===== src/rtl/sbuf_pkg.sv =====
package sbuf_pkg;

    typedef enum logic [1:0] {
        LOAD_NONE = 2'd0,
        LOAD_ADDR = 2'd1,
        LOAD_ACK  = 2'd2
    } load_cause_e;

    function automatic load_cause_e pick_cause(input logic addr_rd, input logic ack_ok);
        if (addr_rd)     return LOAD_ADDR;
        else if (ack_ok) return LOAD_ACK;
        else             return LOAD_NONE;
    endfunction

endpackage


===== src/rtl/sbuf_tx_path.sv =====
module sbuf_tx_path
    import sbuf_pkg::*;
#(
    parameter int W = 8
) (
    input  logic         clk,
    input  logic         rst_n,
    input  logic         enable,
    input  logic         cpu_tx_we,
    input  logic [W-1:0] cpu_tx_wdata,
    input  logic         addr_match,
    input  logic         rw_read,
    input  logic         tx_done,
    input  logic         ack_bit,
    output logic [W-1:0] tx_reg,
    output logic         shift_load,
    output logic [W-1:0] shift_data,
    output logic         txbe,
    output logic         sda_release
);

    localparam logic [W-1:0] TX_RST = {W{1'b1}};

    typedef struct packed {
        logic [W-1:0] data;
        logic [W-1:0] sdata;
        logic         load;
        logic         empty;
        logic         release_sda;
        logic         hold;
        logic         prev;
    } tx_state_t;

    tx_state_t st_q, st_d;
    load_cause_e cause;

    always_comb begin
        logic addr_rd;
        logic ack_ok;
        logic cond;
        st_d      = st_q;
        st_d.load = 1'b0;
        addr_rd   = addr_match & rw_read;
        ack_ok    = tx_done & ~ack_bit & ~st_q.hold;
        cause     = pick_cause(addr_rd, ack_ok);
        cond      = (cause != LOAD_NONE);
        if (enable) begin
            st_d.prev = cond;
            if (cond && !st_q.prev) begin
                st_d.load  = 1'b1;
                st_d.sdata = st_q.data;
                st_d.empty = 1'b1;
            end
            if (addr_match) begin
                st_d.release_sda = 1'b0;
                st_d.hold        = 1'b0;
            end else if (tx_done && ack_bit) begin
                st_d.release_sda = 1'b1;
                st_d.hold        = 1'b1;
            end
            if (cpu_tx_we) begin
                st_d.data  = cpu_tx_wdata;
                st_d.empty = 1'b0;
            end
        end else begin
            st_d.prev = 1'b0;
        end
    end

    always_ff @(posedge clk or negedge rst_n) begin
        if (!rst_n) begin
            st_q.data        <= TX_RST;
            st_q.sdata       <= '0;
            st_q.load        <= 1'b0;
            st_q.empty       <= 1'b1;
            st_q.release_sda <= 1'b0;
            st_q.hold        <= 1'b0;
            st_q.prev        <= 1'b0;
        end else begin
            st_q <= st_d;
        end
    end

    assign tx_reg      = st_q.data;
    assign shift_load  = st_q.load;
    assign shift_data  = st_q.sdata;
    assign txbe        = st_q.empty;
    assign sda_release = st_q.release_sda;

endmodule


===== src/rtl/sbuf_rx_path.sv =====
module sbuf_rx_path #(
    parameter int W = 8
) (
    input  logic         clk,
    input  logic         rst_n,
    input  logic         enable,
    input  logic         cpu_rx_re,
    input  logic         rx_done,
    input  logic [W-1:0] rx_byte,
    output logic [W-1:0] rx_reg,
    output logic         rxbf,
    output logic         rx_ovr
);

    typedef struct packed {
        logic [W-1:0] data;
        logic         full;
        logic         ovr;
    } rx_state_t;

    rx_state_t st_q, st_d;

    always_comb begin
        logic room;
        st_d = st_q;
        room = ~st_q.full | cpu_rx_re;
        if (enable) begin
            if (cpu_rx_re) begin
                st_d.full = 1'b0;
                st_d.ovr  = 1'b0;
            end
            if (rx_done) begin
                if (room) begin
                    st_d.data = rx_byte;
                    st_d.full = 1'b1;
                end else begin
                    st_d.ovr = 1'b1;
                end
            end
        end
    end

    always_ff @(posedge clk or negedge rst_n) begin
        if (!rst_n) begin
            st_q.data <= '0;
            st_q.full <= 1'b0;
            st_q.ovr  <= 1'b0;
        end else begin
            st_q <= st_d;
        end
    end

    assign rx_reg = st_q.data;
    assign rxbf   = st_q.full;
    assign rx_ovr = st_q.ovr;

endmodule


===== src/rtl/sbuf_ctrl.sv =====
module sbuf_ctrl #(
    parameter int W = 8
) (
    input  logic         clk,
    input  logic         rst_n,
    input  logic         enable,
    input  logic         cpu_tx_we,
    input  logic [W-1:0] cpu_tx_wdata,
    output logic [W-1:0] cpu_tx_rdata,
    input  logic         cpu_rx_re,
    output logic [W-1:0] cpu_rx_rdata,
    input  logic         addr_match,
    input  logic         rw_read,
    input  logic         tx_done,
    input  logic         ack_bit,
    input  logic         rx_done,
    input  logic [W-1:0] rx_byte,
    output logic         shift_load,
    output logic [W-1:0] shift_data,
    output logic         txbe,
    output logic         rxbf,
    output logic         rx_ovr,
    output logic         sda_release
);

    sbuf_tx_path #(.W(W)) u_tx (
        .clk          (clk),
        .rst_n        (rst_n),
        .enable       (enable),
        .cpu_tx_we    (cpu_tx_we),
        .cpu_tx_wdata (cpu_tx_wdata),
        .addr_match   (addr_match),
        .rw_read      (rw_read),
        .tx_done      (tx_done),
        .ack_bit      (ack_bit),
        .tx_reg       (cpu_tx_rdata),
        .shift_load   (shift_load),
        .shift_data   (shift_data),
        .txbe         (txbe),
        .sda_release  (sda_release)
    );

    sbuf_rx_path #(.W(W)) u_rx (
        .clk       (clk),
        .rst_n     (rst_n),
        .enable    (enable),
        .cpu_rx_re (cpu_rx_re),
        .rx_done   (rx_done),
        .rx_byte   (rx_byte),
        .rx_reg    (cpu_rx_rdata),
        .rxbf      (rxbf),
        .rx_ovr    (rx_ovr)
    );

endmodule


===== config.mk =====
export PLATFORM = sky130hd
export DESIGN_NAME = sbuf_ctrl
export DESIGN_NICKNAME = d
export VERILOG_FILES = /design/src/rtl/sbuf_pkg.sv /design/src/rtl/sbuf_tx_path.sv /design/src/rtl/sbuf_rx_path.sv /design/src/rtl/sbuf_ctrl.sv
export SDC_FILE = /design/constraint.sdc
export NUM_CORES = 1
export LEC_CHECK = 0
export ABC_CLOCK_PERIOD_IN_PS = 3100
export BUFFER_PORTS_ARGS = -buffer_cell sky130_fd_sc_hd__buf_2
export CAP_MARGIN = 20
export CORE_UTILIZATION = 41
export CTS_CLUSTER_DIAMETER = 60
export DETAILED_ROUTE_END_ITERATION = 7
export GPL_ROUTABILITY_DRIVEN = 0
export HOLD_SLACK_MARGIN = 0.02
export PLACE_DENSITY = 0.71
export SLEW_MARGIN = 40
export SYNTH_ARGS = -nofsm -noshare
export SYNTH_HDL_FRONTEND = slang
export SYNTH_SLANG_ARGS = --single-unit

===== constraint.sdc =====
create_clock -name clk -period 3.1 [get_ports clk]
set_input_delay 0.31 -clock clk [delete_from_list [all_inputs] [get_ports clk]]
set_output_delay 0.31 -clock clk [all_outputs]
set_load 0.02 [all_outputs]

==> impl_metrics.env <==
export IMPL_maxCapViolCount=0
export IMPL_fmax_ghz=0.669
export IMPL_cp_end_kind="flop"
export IMPL_die_w_um=57.7
export IMPL_worst_slack_ns=1.61
export IMPL_overflow=0
export IMPL_worst_pin_slew_ns=0.633
export IMPL_internal_power_mw=0.705
export IMPL_synth_seq_cells=30
export IMPL_path_clk_slew_ns=0.09
export IMPL_post_route_util=0.531
export IMPL_grt_max_degree=31
export IMPL_seq_power_share=0.508
export IMPL_crit_path_max_fanout=10
export IMPL_coreArea_um2=2850
export IMPL_clock_sinks=30
export IMPL_syn_nets=113
export IMPL_min_period_ns=1.49
export IMPL_start_util=0.446
export IMPL_antenna_found_initial=0
export IMPL_buffer_ports_inserted=54
export IMPL_hold_slack_ns=0.174
export IMPL_cp_required_ns=3.30
export IMPL_avgSynthCellArea_um2=14.6
export IMPL_startpoint="u_tx.st_q[1]$_DFFE_PN0P_"
export IMPL_die_h_um=57.7
export IMPL_synth_cells=87
export IMPL_seq_area_frac_synth=0.598
export IMPL_syn_area_um2=1270
export IMPL_root_buffer="clkbuf_4"
export IMPL_violations="design-rule violations"
export IMPL_worstHoldPathType="primary input to flop"
export IMPL_track_usage=0.148
export IMPL_numCtsBuffers=5
export IMPL_hp_start="addr_match"
export IMPL_synth_cell_types=13
export IMPL_period_share=0.482
export IMPL_path_class="flop to flop"
export IMPL_cts_tree="done"
export IMPL_fin_skew_ns=0.00846
export IMPL_postCtsSetupBuffers=0
export IMPL_arrival_ns=1.70
export IMPL_synth_top_area_share=0.413
export IMPL_detail_route_iter0_violations=13
export IMPL_dp_hpwl_mm=1.60
export IMPL_synth_top_cells_by_area="dfrtp_1 (41%), mux2_2 (21%), dfstp_2 (19%)"
export IMPL_num_vias=804
export IMPL_viasPerCell=4.90
export IMPL_n_fill_cell=272
export IMPL_status="finished, violations left"
export IMPL_grt_pass1_wl_mm=3.59
export IMPL_routed_wl_mm=2.12
export IMPL_area_growth_pct=18.9
export IMPL_drc=3
export IMPL_antenna_cells=0
export IMPL_p_clk_frac=0.199
export IMPL_finalHoldViolations=0
export IMPL_clk_latency_ns=0.32
export IMPL_drt_pass1_iterations=6
export IMPL_worstReg2RegStart="u_tx.st_q[1]$_DFFE_PN0P_"
export IMPL_nNetsFinal=158
export IMPL_rsz0062_at_grt="false"
export IMPL_die_area_um2=3330
export IMPL_h_tree_depth=2
export IMPL_final_antenna_net_count=0
export IMPL_tns_ns=0
export IMPL_setup_viol=0
export IMPL_p_per_area_nw_per_um2=686
export IMPL_power_switching_mw=0.334
export IMPL_ir_worst_vdd_v=0.000339
export IMPL_cts_buffer_depth=2
export IMPL_pwr_share_comb=0.293
export IMPL_sw_frac_of_total=0.321
export IMPL_p_total_mw=1.04
export IMPL_num_rows=19
export IMPL_ff2ff_setup_slack_ns=1.61
export IMPL_drive_gt1_frac=0.714
export IMPL_place_ws_ns=1.57
export IMPL_p_leak_nw=0.732
export IMPL_grt_pass1_vias=833
export IMPL_maxSlewViolCount=0
export IMPL_ios=55
export IMPL_wire_per_inst_um=12.9
export IMPL_relSlewSlack=0.578
export IMPL_synth_warnings=0
export IMPL_start_kind="flop"
export IMPL_synth_top_area_cell="dfrtp_1"
-- power by group through the flow --
stage / Sequential [mW] / Combinational (mW) / Clock, mW
4_1_cts: 0.530 / 0.309 / 0.220
3_5_place_dp: 0.537 / 0.308 / 0
6_report: 0.527 / 0.305 / 0.207
3_3_place_gp: 0.532 / 0.301 / 0
2_1_floorplan: 0.562 / 0.231 / 0
5_1_grt: 0.541 / 0.327 / 0.234
-- final cells by class --
class | instances | area (µm²) | share of cell area
well taps | 31 | 38.8 | 0.0256
multi-input cells | 39 | 380 | 0.251
clock buffers | 8 | 48.8 | 0.0322
flip-flops and latches | 30 | 762 | 0.503
repair buffers | 55 | 280 | 0.185
inverters | 1 | 3.75 | 0.00248
-- synthesized netlist by cell type --
cell type   n
o21a_1      1
buf_4      17
a31oi_1     2
nand2_1     6
dfstp_2     9
inv_1       1
a21oi_4     1
mux2_2     24
a21oi_2     1
a21oi_1     2
nand4bb_4   1
nand3_1     1
dfrtp_1    21
-- worst paths after layout --
path,end,cells past startpoint
min in group asynchronous,u_rx.rx_reg[4]$_DFFE_PN0P_,2
worst min-delay path,u_tx.st_q[1]$_DFFE_PN0P_,2
worst max register to register,u_tx.shift_data[6]$_DFFE_PN0P_,3
worst max-delay path,u_tx.shift_data[6]$_DFFE_PN0P_,3
worst min register to register,u_tx.shift_data[2]$_DFFE_PN0P_,1
max in group asynchronous,u_rx.rx_reg[6]$_DFFE_PN0P_,2
-- metrics by stage --
step / cell area [µm²] / cells
after detailed placement: 1460 / 155
final: 1510 / 164
after global routing: 1510 / 164
after CTS: 1510 / 164
after floorplan: 1270 / 87
after global placement: 1460 / 155
-- critical path, stage by stage (launching register included) --
cell and delay, ns:
dfrtp_1 0.40, nand4bb_4 0.25, a21oi_4 0.35, mux2_2 0.38
-- metal layers --
metal,track usage,vias up,wire length [µm]
met4,0.0816,0,41
met3,0.0513,5,198
li1,-,372,-
met2,0.256,44,1080
met5,0,-,0
met1,0.159,383,798
-- logic make-up (layout without fill, tap and decap cells) --
kind of cell | count (synthesis) | after routing | share of synthesized area
flip-flops | 30 | 30 | 0.598
buffers and inverters | 18 | 64 | 0.103
AND/OR/NAND/NOR | 8 | 8 | 0.0432
AO/OA/AOI/OAI | 7 | 7 | 0.0432
multiplexers | 24 | 24 | 0.212
-- placed cells by master, fill, tap and decap left out --
cell type and count:
a21oi_1 2, clkbuf_1 3, dlygate4sd3_1 1, mux2_2 24
inv_1 1, nand4bb_4 1, dfstp_2 9, a21oi_4 1
a21oi_2 1, a31oi_1 2, buf_2 54, o21a_1 1
nand3_1 1, clkbuf_4 5, nand2_1 6, dfrtp_1 21
-- repair_timing --
action | in CTS | in global routing
hold buffers | 1 | 0
resized for setup | 0 | 0
endpoints found under the setup margin | 0 | 0
endpoints found under the hold margin | 12 | 0
(Power assumes the default switching activity.)
